### config.mk
export PLATFORM = sky130hd
export DESIGN_NAME = bw_rr_arbiter
export DESIGN_NICKNAME = d
export VERILOG_FILES = /design/src/rtl/bw_rr_pkg.sv /design/src/rtl/bw_rr_pick.sv /design/src/rtl/bw_rr_quota.sv /design/src/rtl/bw_rr_pause.sv /design/src/rtl/bw_rr_arbiter.sv
export SDC_FILE = /design/constraint.sdc
export NUM_CORES = 1
export LEC_CHECK = 0
export ABC_AREA = 1
export BUFFER_PORTS_ARGS = -buffer_cell sky130_fd_sc_hd__buf_4
export CAP_MARGIN = 0
export CORE_UTILIZATION = 35
export DETAILED_ROUTE_END_ITERATION = 12
export HOLD_SLACK_MARGIN = 0.02
export PLACE_DENSITY = 0.69
export SETUP_SLACK_MARGIN = 0.05
export SYNTH_ARGS = -nofsm -noshare
export SYNTH_HDL_FRONTEND = slang
export SYNTH_SLANG_ARGS = --single-unit
### constraint.sdc
create_clock -name clk -period 5.75 [get_ports clk]
set_input_delay 1.15 -clock clk [delete_from_list [all_inputs] [get_ports clk]]
set_output_delay 1.15 -clock clk [all_outputs]
set_load 0.01 [all_outputs]
### src/rtl/bw_rr_pkg.sv
package bw_rr_pkg;
  typedef enum logic [1:0] {
    REL_NONE  = 2'd0,
    REL_DROP  = 2'd1,
    REL_DONE  = 2'd2,
    REL_QUOTA = 2'd3
  } rel_cause_e;
endpackage

### src/rtl/bw_rr_pick.sv
module bw_rr_pick #(
  parameter int NCH = 4,
  localparam int IW = (NCH > 1) ? $clog2(NCH) : 1
) (
  input  logic [NCH-1:0] elig,
  input  logic [IW-1:0]  last_idx,
  output logic           found,
  output logic [IW-1:0]  win_idx
);
  // circular scan starting just after the last granted index
  function automatic int wrap_idx(input int base, input int step);
    return (base + step) % NCH;
  endfunction

  always_comb begin
    found   = 1'b0;
    win_idx = '0;
    for (int k = 1; k <= NCH; k++) begin
      if (!found && elig[wrap_idx(int'(last_idx), k)]) begin
        found   = 1'b1;
        win_idx = IW'(wrap_idx(int'(last_idx), k));
      end
    end
  end
endmodule

### src/rtl/bw_rr_quota.sv
module bw_rr_quota #(
  parameter int QW = 16,
  parameter int BW = 8,
  localparam int CW = ((QW > BW) ? QW : BW) + 1
) (
  input  logic          clk,
  input  logic          rst_n,
  input  logic          load,
  input  logic [QW-1:0] load_val,
  input  logic          beat,
  input  logic [BW-1:0] beat_bytes,
  output logic [QW-1:0] rem,
  output logic          last_beat
);
  // a beat is the last one when it reaches or passes zero
  function automatic logic ends_quota(input logic [QW-1:0] r, input logic [BW-1:0] b);
    return CW'(r) <= CW'(b);
  endfunction

  assign last_beat = beat && ends_quota(rem, beat_bytes);

  always_ff @(posedge clk) begin
    if (!rst_n)                 rem <= '0;
    else if (load)              rem <= load_val;
    else if (beat && !last_beat) rem <= rem - QW'(beat_bytes);
  end

  p_rem_shrinks_r3: assert property (@(posedge clk) disable iff (!rst_n)
    (beat && !last_beat && !load) |=> (rem < $past(rem)));
endmodule

### src/rtl/bw_rr_pause.sv
module bw_rr_pause #(
  parameter int NCH = 4
) (
  input  logic           clk,
  input  logic           rst_n,
  input  logic [NCH-1:0] set_vec,
  input  logic [NCH-1:0] restart,
  output logic [NCH-1:0] paused_q,
  output logic [NCH-1:0] paused_d
);
  for (genvar i = 0; i < NCH; i++) begin : g_ch
    // a new pause wins over a restart landing on the same edge
    assign paused_d[i] = set_vec[i] | (paused_q[i] & ~restart[i]);

    always_ff @(posedge clk) begin
      if (!rst_n) paused_q[i] <= 1'b0;
      else        paused_q[i] <= paused_d[i];
    end

    p_pause_hold_r6: assert property (@(posedge clk) disable iff (!rst_n)
      (paused_q[i] && !restart[i]) |=> paused_q[i]);
  end
endmodule

### src/rtl/bw_rr_arbiter.sv
module bw_rr_arbiter
  import bw_rr_pkg::*;
#(
  parameter int NCH = 4,
  parameter int QW  = 16,
  parameter int BW  = 8,
  localparam int IW = (NCH > 1) ? $clog2(NCH) : 1
) (
  input  logic              clk,
  input  logic              rst_n,
  input  logic [NCH-1:0]    req,
  input  logic [NCH-1:0]    done,
  input  logic [NCH*QW-1:0] quota,
  input  logic              beat_valid,
  input  logic [BW-1:0]     beat_bytes,
  input  logic [NCH-1:0]    ext_en,
  input  logic [NCH-1:0]    ext_restart,
  output logic [NCH-1:0]    grant,
  output logic [NCH-1:0]    paused
);
  logic          gvalid_q;
  logic [IW-1:0] gidx_q;
  logic [IW-1:0] last_q;

  logic [QW-1:0]  rem;
  logic           exhaust;
  logic           cur_beat;
  rel_cause_e     rel_cause;
  logic           release_now;
  logic           take;
  logic           found;
  logic [IW-1:0]  win_idx;
  logic [NCH-1:0] elig;
  logic [NCH-1:0] pause_set;
  logic [NCH-1:0] paused_d;
  logic [QW-1:0]  win_quota;

  function automatic logic [NCH-1:0] idx_onehot(input logic [IW-1:0] idx);
    logic [NCH-1:0] v;
    v = '0;
    v[idx] = 1'b1;
    return v;
  endfunction

  assign grant    = gvalid_q ? idx_onehot(gidx_q) : '0;
  assign cur_beat = gvalid_q && beat_valid;

  always_comb begin
    rel_cause = REL_NONE;
    if (gvalid_q) begin
      if (!req[gidx_q])      rel_cause = REL_DROP;
      else if (done[gidx_q]) rel_cause = REL_DONE;
      else if (exhaust)      rel_cause = REL_QUOTA;
    end
  end

  assign release_now = (rel_cause != REL_NONE);
  assign take        = !gvalid_q || release_now;
  assign pause_set   = (exhaust && ext_en[gidx_q]) ? idx_onehot(gidx_q) : '0;
  assign elig        = req & ~done & ~paused_d;
  assign win_quota   = quota[win_idx*QW +: QW];

  bw_rr_quota #(.QW(QW), .BW(BW)) u_quota (
    .clk       (clk),
    .rst_n     (rst_n),
    .load      (take && found),
    .load_val  (win_quota),
    .beat      (cur_beat),
    .beat_bytes(beat_bytes),
    .rem       (rem),
    .last_beat (exhaust)
  );

  bw_rr_pause #(.NCH(NCH)) u_pause (
    .clk     (clk),
    .rst_n   (rst_n),
    .set_vec (pause_set),
    .restart (ext_restart),
    .paused_q(paused),
    .paused_d(paused_d)
  );

  bw_rr_pick #(.NCH(NCH)) u_pick (
    .elig    (elig),
    .last_idx(last_q),
    .found   (found),
    .win_idx (win_idx)
  );

  always_ff @(posedge clk) begin
    if (!rst_n) begin
      gvalid_q <= 1'b0;
      gidx_q   <= '0;
      last_q   <= IW'(NCH - 1);
    end else if (take) begin
      gvalid_q <= found;
      if (found) begin
        gidx_q <= win_idx;
        last_q <= win_idx;
      end
    end
  end

  p_grant_onehot_r1: assert property (@(posedge clk) disable iff (!rst_n)
    $onehot0(grant));

  p_hold_no_beat_r2: assert property (@(posedge clk) disable iff (!rst_n)
    (|(grant & req & ~done) && !beat_valid) |=> (grant == $past(grant)));

  p_drop_moves_r4: assert property (@(posedge clk) disable iff (!rst_n)
    (rel_cause == REL_DROP) |=> (grant != $past(grant)));

  p_paused_not_granted_r5: assert property (@(posedge clk) disable iff (!rst_n)
    (grant & paused) == '0);

  p_quota_pauses_r6: assert property (@(posedge clk) disable iff (!rst_n)
    (|pause_set) |=> (|(paused & $past(pause_set))));

  p_idle_latency_r8: assert property (@(posedge clk) disable iff (!rst_n)
    (!gvalid_q && |(req & ~done & ~paused & ~ext_restart)) |=> (grant != '0));
endmodule

==> results.md <==
- Antenna cells: 0
- Initial antenna violation count: 0
- Leakage: 0.00177 uW
- Placed Area: ~3400 sq um
- Post-synth EDFFs: 0
- Final Cell Area: around 3400 sq um
- Cells after Synth: between 400 and 500
- First-pass GRT wire length: between 10,000 and 15,000 um
- Critical path launch point type: input pin
- Final hold violations: 0
- Post-synth top flop: dfxtp_1
- Worst-case clock skew: ~10 ps
- CTS tree: built
- Final WS setup: 1230 ps
- YS warnings: 0
- Nets: roughly 630
- Via density: roughly 5.1
- CP Buf/Inv Count: 3
- Gpl congestion: about 0.91
- RSZ-0062 raised after global routing: false
- Cell Rows: 31
- Worst Path Class, Setup: in -> reg
- Rel. slew slack: roughly 50%
- Clock period minus worst slack: between 4000 and 5000 ps
- Post-Layout Cell Count: about 630
- Setup slack at placement: between 900 and 1000 ps
- CP Max Fanout: 21
- Yosys reg bits: 25
- Max Cap Viol: 0
- Clk sinks: 25
- Height of the die: around 89 um
- Vias in the first global route: about 2.9k
- Syn Nets: 539
- Slew Limit Fails: 0
- Run status: complete, no violations
- I/O pins: 99
- Core region area: 7250 sq um
- Area grow syn2layout: 31.0%
- Clock Root Buffer: clkbuf_8
- Post-CTS Resized: 0
- Hold_buf cts: 0
- Via count: between 3k and 4k
- H-tree depth: 1
- TritonCTS Buffers: 3
- Max Clock Freq: approximately 220 MHz
- Initial core utilization: 36.3%
- DRT Wirelength: 7710 um
- Max Buffers Root-to-Sink: 2
- VDD IR max: ~0.29 mV
- Die area: about 7900 sq um
- Finished Core Util: 47.5%
- Clk slew on worst S/H paths: approximately 100 ps
- Worst slew pin tran: between 700 and 800 ps
- Layout cells sized above 1: 24.9%
- Cell mode on critical path: nand2_1
- Pwr dens: ~580 nW/um^2
- Final setup violation count: 0
- Clock insertion delay at the later pin of the skew report: around 280 ps
- Drt wl/cell: roughly 12 um
- Yosys cell types: 42
- DR pass1 iterations: 5
- Iter 0 DRT Violations: ~170
- Input/output buffers: a little under 100
- Largest net degree at the start of global routing: 38
- Placed cells: just over 600
- Syn avg cell area: 5.99 sq um
- CP cell instances: buf_4 -> ha_1 -> fa_1 -> inv_1 -> nand3_1 -> nand2_1 -> nand2_1 -> nand3_1 -> nand2_2 -> nand4_1 -> nand4_1 -> nand3_1 -> nand2_1 -> nand4_4 -> nand2_2 -> nand2_1 -> nor2_1 -> a211oi_1 -> nand2_1 -> inv_1
- Aggregate global-route resource usage: 20.0%
- Worst Hold Class: reg -> reg
- Grt total ovfl: 0
- Async S/R FF share, synth: 0%
- Hpwl dp: 6110 um
- Crit path capture type: register
- CP max-delay cell: nand2_1
- Critical Path Max Stage Delay: approximately 680 ps
- Drc violations: 0
- Data arrival, critical path: approximately 4800 ps
- Req. time, crit path: between 5000 and 6000 ps
- # Post-CTS Setup Buffers: 0
- Sequential fraction of the synthesis area: between 10% and 20%
- Cell Area, Synth: between 2000 and 3000 sq um
- Final period util: slightly below 80%
- Routed Antenna Nets: 0
- Largest delay contributor family on the critical path: simple AND/OR/NAND/NOR gates
- Fin Setup TNS: 0 ps
- Die X-Extent: 88.7 um
final timing paths:
check                               from                     endpoint  slack (ps)  cells after the start
min               gidx_q[1]$_SDFFE_PN0P_       gidx_q[1]$_SDFFE_PN0P_         520                      2
max                        beat_bytes[0]  u_quota.rem[8]$_SDFFE_PN0P_        1230                     20
min reg2reg       gidx_q[1]$_SDFFE_PN0P_       gidx_q[1]$_SDFFE_PN0P_         520                      2
max reg2reg  u_quota.rem[0]$_SDFFE_PN0P_  u_quota.rem[8]$_SDFFE_PN0P_        1850                     20
worst min-delay path, delay by kind of cell, from the launching register on:
| family | cells | cell delay (ps) |
|---|---|---|
| AND/OR/NAND/NOR | 1 | 70 |
| AO/OA/AOI/OAI | 1 | 60 |
| flip-flops | 1 | 350 |
stage by stage:
step | total power (uW) | hold slack, ps
global placement | 1880 | 501
finish | 2010 | 521
CTS | 2010 | 518
floorplan | 1620 | 470
detailed placement | 1900 | 503
global route | 2230 | 531
power breakdown:
part	switching [uW]	internal, uW
Sequential	61.5	241
Clock	62.3	48.7
Combinational	1070	533
Total	1190	822
registers in the layout (all words and copies together), names as in the netlist:
signal and cells:
u_quota.rem 16, u_pause.paused_q 4, gidx_q 2, gvalid_q 1, last_q 2
routing by layer:
layer	track usage, %	share of wire, %
met5	0	0
met4	8.65	2.9
met3	3.36	7.7
met2	36.4	48
met1	22.9	41
cells in the mapped netlist (2+ instances only):
| library cell | n | share of area, % |
|---|---|---|
| ha_1 | 8 | 3.8 |
| inv_2 | 3 | 0.43 |
| nand3b_1 | 2 | 0.57 |
| o211ai_1 | 5 | 1.4 |
| a211oi_1 | 3 | 0.86 |
| buf_6 | 2 | 0.86 |
| clkbuf_1 | 4 | 0.57 |
| a21oi_1 | 24 | 4.6 |
| nand2_1 | 131 | 19 |
| nand2_2 | 4 | 0.95 |
| xnor2_1 | 6 | 2.0 |
| buf_2 | 6 | 1.1 |
| a21oi_2 | 8 | 2.7 |
| nor2_1 | 23 | 3.3 |
| inv_1 | 53 | 7.6 |
| o21ai_0 | 15 | 2.9 |
| nor2_2 | 4 | 0.95 |
| nor3_1 | 6 | 1.1 |
| nand3_1 | 50 | 9.5 |
| nand3_2 | 2 | 0.76 |
| buf_4 | 3 | 0.86 |
| o21ai_1 | 2 | 0.38 |
| xor2_1 | 5 | 1.7 |
| dfxtp_1 | 25 | 19 |
| nand4_1 | 27 | 6.4 |
| a31oi_1 | 2 | 0.48 |
cells in the final DEF, fill, tap and decap left out, drive strengths merged, types with 5 or more instances in the layout:
master	synthesis	final
nand3	53	53
xnor2	6	6
nand2	136	136
dfxtp	25	25
nor2	28	28
a21oi	32	32
xor2	5	5
nor3	6	6
o21ai	19	19
inv	57	57
nand4	28	28
buf	11	98
ha	8	8
o211ai	6	6
kinds of logic (layout without fill, tap and decap cells):
family,Yosys count,in the layout,share of synthesized area (%)
flops,25,25,19.0
compound gates,67,67,16.1
simple gates,254,254,44.8
buf+inv,73,160,11.8
xor+xnor,11,11,3.66
fa+ha+maj,9,9,4.57
layout make-up:
| cell class | instances | area [sq um] |
|---|---|---|
| Sequential cell | 25 | 500 |
| Multi-Input combinational cell | 341 | 1820 |
| Clock inverter | 1 | 5.00 |
| Timing Repair Buffer | 98 | 736 |
| Inverter | 58 | 220 |
| Tap cell | 99 | 124 |
| Clock buffer | 3 | 41.3 |
| Fill cell | 767 | 3810 |
No activity file was read; power rests on OpenSTA's default activity.
